`src/rtl/partial_rename_tracker.sv`:
```
module partial_rename_tracker #(
  parameter int NUM_ARCH = 4,
  parameter int TAG_W    = 6,
  localparam int RW      = (NUM_ARCH > 1) ? $clog2(NUM_ARCH) : 1
) (
  input  logic             clk,
  input  logic             rst_n,
  input  logic             in_valid,
  input  logic [RW-1:0]    in_src_reg,
  input  logic [1:0]       in_src_kind,
  input  logic [RW-1:0]    in_dst_reg,
  input  logic [1:0]       in_dst_kind,
  input  logic             in_dst_move,
  output logic             stall,
  output logic             out_valid,
  output logic             out_merge,
  output logic             out_dst_vld,
  output logic [TAG_W-1:0] out_dst_tag,
  output logic             out_src_a_vld,
  output logic [TAG_W-1:0] out_src_a,
  output logic             out_src_b_vld,
  output logic [TAG_W-1:0] out_src_b,
  output logic             out_src_lat
);
  localparam logic [1:0] K_NONE = 2'd0, K_LO = 2'd1, K_HI = 2'd2, K_FULL = 2'd3;

  logic [TAG_W-1:0] full_tag [NUM_ARCH];
  logic [TAG_W-1:0] hi_tag   [NUM_ARCH];
  logic [NUM_ARCH-1:0] dirty;
  logic [TAG_W-1:0] next_tag;

  wire src_dirty  = dirty[in_src_reg];
  wire need_merge = in_valid && (in_src_kind == K_FULL) && src_dirty;
  wire [TAG_W-1:0] dst_hi_old = dirty[in_dst_reg] ? hi_tag[in_dst_reg] : full_tag[in_dst_reg];

  assign stall = need_merge;

  always_ff @(posedge clk) begin
    if (!rst_n) begin
      for (int i = 0; i < NUM_ARCH; i++) begin
        full_tag[i] <= TAG_W'(i);
        hi_tag[i]   <= TAG_W'(i);
      end
      dirty         <= '0;
      next_tag      <= TAG_W'(NUM_ARCH);
      out_valid     <= 1'b0;
      out_merge     <= 1'b0;
      out_dst_vld   <= 1'b0;
      out_dst_tag   <= '0;
      out_src_a_vld <= 1'b0;
      out_src_a     <= '0;
      out_src_b_vld <= 1'b0;
      out_src_b     <= '0;
      out_src_lat   <= 1'b0;
    end else begin
      out_valid     <= 1'b0;
      out_merge     <= 1'b0;
      out_dst_vld   <= 1'b0;
      out_dst_tag   <= '0;
      out_src_a_vld <= 1'b0;
      out_src_a     <= '0;
      out_src_b_vld <= 1'b0;
      out_src_b     <= '0;
      out_src_lat   <= 1'b0;
      if (need_merge) begin
        out_valid             <= 1'b1;
        out_merge             <= 1'b1;
        out_dst_vld           <= 1'b1;
        out_dst_tag           <= next_tag;
        out_src_a_vld         <= 1'b1;
        out_src_a             <= full_tag[in_src_reg];
        out_src_b_vld         <= 1'b1;
        out_src_b             <= hi_tag[in_src_reg];
        full_tag[in_src_reg]  <= next_tag;
        dirty[in_src_reg]     <= 1'b0;
        next_tag              <= next_tag + TAG_W'(1);
      end else if (in_valid) begin
        out_valid <= 1'b1;
        case (in_src_kind)
          K_LO, K_FULL: begin
            out_src_a_vld <= 1'b1;
            out_src_a     <= full_tag[in_src_reg];
          end
          K_HI: begin
            out_src_a_vld <= 1'b1;
            out_src_a     <= src_dirty ? hi_tag[in_src_reg] : full_tag[in_src_reg];
            out_src_lat   <= !src_dirty;
          end
          default: ;
        endcase
        if (in_dst_kind != K_NONE) begin
          out_dst_vld <= 1'b1;
          out_dst_tag <= next_tag;
          next_tag    <= next_tag + TAG_W'(1);
        end
        case (in_dst_kind)
          K_LO: begin
            out_src_b_vld         <= 1'b1;
            out_src_b             <= full_tag[in_dst_reg];
            full_tag[in_dst_reg]  <= next_tag;
          end
          K_HI: begin
            hi_tag[in_dst_reg] <= next_tag;
            dirty[in_dst_reg]  <= 1'b1;
            if (!in_dst_move) begin
              out_src_b_vld <= 1'b1;
              out_src_b     <= dst_hi_old;
            end
          end
          K_FULL: begin
            full_tag[in_dst_reg] <= next_tag;
            dirty[in_dst_reg]    <= 1'b0;
          end
          default: ;
        endcase
      end
    end
  end

  assert_merge_follows_stall_R5: assert property (@(posedge clk) disable iff (!rst_n)
    stall |=> (out_valid && out_merge && out_dst_vld));

  assert_merge_cleans_R5: assert property (@(posedge clk) disable iff (!rst_n)
    stall |=> !dirty[$past(in_src_reg)]);

  assert_merge_two_sources_R5: assert property (@(posedge clk) disable iff (!rst_n)
    out_merge |-> (out_src_a_vld && out_src_b_vld && !out_src_lat));

  assert_lat_has_source_R7: assert property (@(posedge clk) disable iff (!rst_n)
    out_src_lat |-> (out_valid && out_src_a_vld && !out_merge));

  assert_idle_emits_nothing_R10: assert property (@(posedge clk) disable iff (!rst_n)
    !in_valid |=> !out_valid);

  assert_tag_advances_R9: assert property (@(posedge clk) disable iff (!rst_n)
    (out_dst_vld && $past(rst_n)) |-> (out_dst_tag == $past(next_tag)));
endmodule

```
`config.mk`:
```
export PLATFORM = sky130hd
export DESIGN_NAME = partial_rename_tracker
export DESIGN_NICKNAME = d
export VERILOG_FILES = /design/src/rtl/partial_rename_tracker.sv
export SDC_FILE = /design/constraint.sdc
export NUM_CORES = 1
export LEC_CHECK = 0
export BUFFER_PORTS_ARGS = -buffer_cell sky130_fd_sc_hd__buf_4
export CORE_MARGIN = 4
export CORE_UTILIZATION = 50
export DETAILED_ROUTE_END_ITERATION = 8
export PLACE_DENSITY_LB_ADDON = 0.3
export SYNTH_ARGS = -nofsm -noshare
export SYNTH_HDL_FRONTEND = slang
export SYNTH_SLANG_ARGS = --single-unit
```
`constraint.sdc`:
```
create_clock -name clk -period 2.15 [get_ports clk]
set_input_delay 0.1075 -clock clk [delete_from_list [all_inputs] [get_ports clk]]
set_output_delay 0.1075 -clock clk [all_outputs]
set_load 0.02 [all_outputs]
```
==> summary.txt <==
Place
  – Routability cong.: 0.895
  – DP HPWL: 7170 um
  – I/O Buffers: 36

Finish
  – Fraction of layout cells with a size suffix above 1: 30.3%
  – Antenna Cells: 0
  – Most common cell after layout, fill and taps aside: buf_4
  – Core Util, Final: 60.3%
  – # nets final: 415
  – P&R area growth vs syn: 18.0%
  – Commonest non-fill, non-tap cells in the layout: buf_4, edfxtp_1, dfxtp_1

Global routing
  – GRT Util Overall: 21.1%
  – First-pass GRT wire length: 15900 um
  – Vias in the first global route: 3045
  – GRT busiest layer: met2
  – Met2 GRT Util: 34.2%
  – GR Util met1: 27.9%
  – Grt ovf: 0
  – Initial antenna violation count: 0
  – M3 GR Usage: 4.14%
  – Largest net degree at the start of global routing: 22

Floorplan
  – Die Y: 99.4 um
  – Initial Util: 51.1%
  – Core box area: 8180 um^2
  – # rows: 33
  – Die footprint: 9880 um^2
  – Die width: 99.4 um
  – Top Ports: 37

Detailed routing
  – # DRC: 0
  – Routed WL: 9920 um
  – Via/cell ratio: 5.93
  – Antenna viol nets, final: 0
  – WL per Instance: 19.5 um
  – Initial DRC Count: 216
  – DR pass1 iterations: 5
  – Via Count: 3013

STA
  – Final min period: 2.09 ns
  – Slew @ Worst Pin: 0.640 ns
  – Slew margin rel.: 56.9%
  – Fmax: 478 MHz
  – Clk_skew: 0.00748 ns
  – Worst Hold Slack: 0.0562 ns
  – TNS Setup: 0 ns
  – RSZ-0062 raised after global routing: no
  – Hold Fails Final Rpt: 0
  – Final Max Tran Viols: 0
  – Final worst path period share: 97.2%
  – Setup Viol. Count Final: 0

Clocking
  – Clock buffer count from CTS: 9
  – Clk slew on worst S/H paths: 0.09 ns
  – Clk root buf: clkbuf_8
  – Post-CTS Setup Bufs: 0
  – Clk buf depth: 2
  – CTS tree: built
  – CTS H-tree lvls: 3
  – TritonCTS Sinks: 82
  – Worst-skew pair later-pin latency: 0.35 ns

Power
  – Clock power share: 35.0%
  – Pwr Density: 676 nW/um^2
  – Sw Pwr: 849 uW
  – Pleak: 0.00195 uW
  – Logic pwr share: 12.5%
  – Reg power frac: 52.5%
  – Worst ir drop on vdd: 0.413 mV
  – Int Power: 2490 uW
  – Net Sw Frac: 25.5%

Synthesis
  – Gate Count Post-Synth: 341
  – Ys async rst share: 0%
  – Synth Cell Area: 4180 um^2
  – Syn. warnings: 0
  – Syn_nets: 358
  – Number of flops mapped to enable cells by yosys: 48
  – Seq/Total Area, Yosys: 50.8%
  – Synth Flop Type: edfxtp_1
  – Flops & latches, synth: 82
  – Mean Syn Cell Area: 12.3 um^2
  – Distinct cells, synth: 50

Worst hold path
  – HP Class: in -> reg

Critical path
  – Reg2Reg Setup Slack: 0.06 ns
  – Crit path DAT: 2.08 ns
  – CP Capture Type: flip-flop
  – Setup CP Type: reg -> reg
  – Nature of the critical path startpoint: flip-flop
  – Worst Path Required: 2.14 ns
  – FF-to-FF path depth: 4
  – Worst-path fanout max: 6
  – Worst Setup EP: full_tag[0][5]
  – R2r endpoint: full_tag[0][5]

Run
  – Max-capacitance violation count: 0

Run status
  – Status: completed
==> repair_timing <==
item | CTS | global route
endpoints found under the hold margin | 1 | 0
setup endpoints to repair | 6 | 17
resized for setup | 1 | 5
hold buffers | 1 | 0
==> cells in the mapped netlist (all sizes together), types with 6 or more instances <==
library cell | count | share of area [%]
clkbuf | 10 | 0.93
buf | 13 | 1.9
and2 | 24 | 3.6
and3 | 20 | 3.0
mux2i | 15 | 3.6
nand2 | 18 | 1.7
nor2 | 13 | 1.2
nor3 | 9 | 1.1
a21oi | 8 | 1.5
nor2b | 6 | 0.90
mux4 | 26 | 14
nand2b | 9 | 1.3
dfxtp | 34 | 16
nand3 | 10 | 1.2
inv | 9 | 0.81
edfxtp | 48 | 35
o21ai | 23 | 2.8
==> stage by stage <==
| step | cell area, um^2 | worst slack [ns] | power, uW | std cells |
|---|---|---|---|---|
| floorplan | 4180 | -0.130 | 2040 | 341 |
| global placement | 4700 | -0.0829 | 2180 | 491 |
| detailed placement | 4700 | -0.124 | 2190 | 491 |
| CTS | 4920 | 0.0196 | 3350 | 508 |
| global route | 4930 | 0.00333 | 3460 | 508 |
| finish | 4930 | 0.0596 | 3330 | 508 |
==> sequential cells by signal, indices dropped and copies added, names as in the netlist, 6 cells and up, named ones only <==
name / cells
full_tag: 24
hi_tag: 24
next_tag: 6
out_dst_tag: 6
out_src_a: 6
out_src_b: 6
==> worst max-delay path, stage by stage, from the launching register on <==
cell and delay, ns:
dfxtp_1 0.35, mux4_2 0.48, a211o_1 0.33, o21a_2 0.14, o21ai_1 0.43
==> final cells by class <==
type | instances | area (um^2)
Clock buffer | 10 | 138
Tap cell | 105 | 131
Timing Repair Buffer | 69 | 520
Fill cell | 661 | 3240
Inverter | 9 | 33.8
Sequential cell | 82 | 2120
Multi-Input combinational cell | 227 | 1910
Clock inverter | 6 | 71.3
==> power by group through the flow <==
stage | combinational (uW) | sequential [uW] | clock [uW]
2_1_floorplan | 246 | 1790 | 0
3_3_place_gp | 398 | 1780 | 0
3_5_place_dp | 406 | 1790 | 0
4_1_cts | 410 | 1750 | 1190
5_1_grt | 446 | 1760 | 1260
6_report | 416 | 1750 | 1170
==> worst min-delay path by stage <==
| stage | startpoint | endpoint | slack, ns | cells past startpoint |
|---|---|---|---|---|
| 3_5_place_dp | in_src_kind[0] | out_src_lat | 0.33 | 2 |
| 5_1_grt | in_src_kind[1] | out_src_lat | 0.05 | 2 |
| 2_1_floorplan | in_src_kind[0] | out_src_lat | 0.18 | 1 |
| 4_1_cts | in_src_kind[1] | out_src_lat | 0.04 | 2 |
| 6_report | in_src_kind[1] | out_src_lat | 0.06 | 2 |
| 3_3_place_gp | in_src_kind[0] | out_src_lat | 0.33 | 2 |
==> per-layer routing <==
layer  vias up  share of wire (%)  wire (um)
met5         -                  0          0
met4         0                1.8        177
met3        14                8.9        887
met2       151                 49       4860
met1      1444                 40       3990
li1       1404                  -          -
==> cells by family after synthesis <==
| kind of cell | count (synthesis) | share of synthesized area (%) |
|---|---|---|
| adders and majority gates | 5 | 1.50 |
| muxes | 44 | 18.4 |
| buffers and inverters | 32 | 3.68 |
| DFF | 82 | 50.8 |
| and+or+nand+nor | 123 | 16.6 |
| xor gates and xnor gates | 1 | 0.210 |
| AOI/OAI and AO/OA | 54 | 8.81 |
Note: power is estimated with default switching activity, not from simulation.
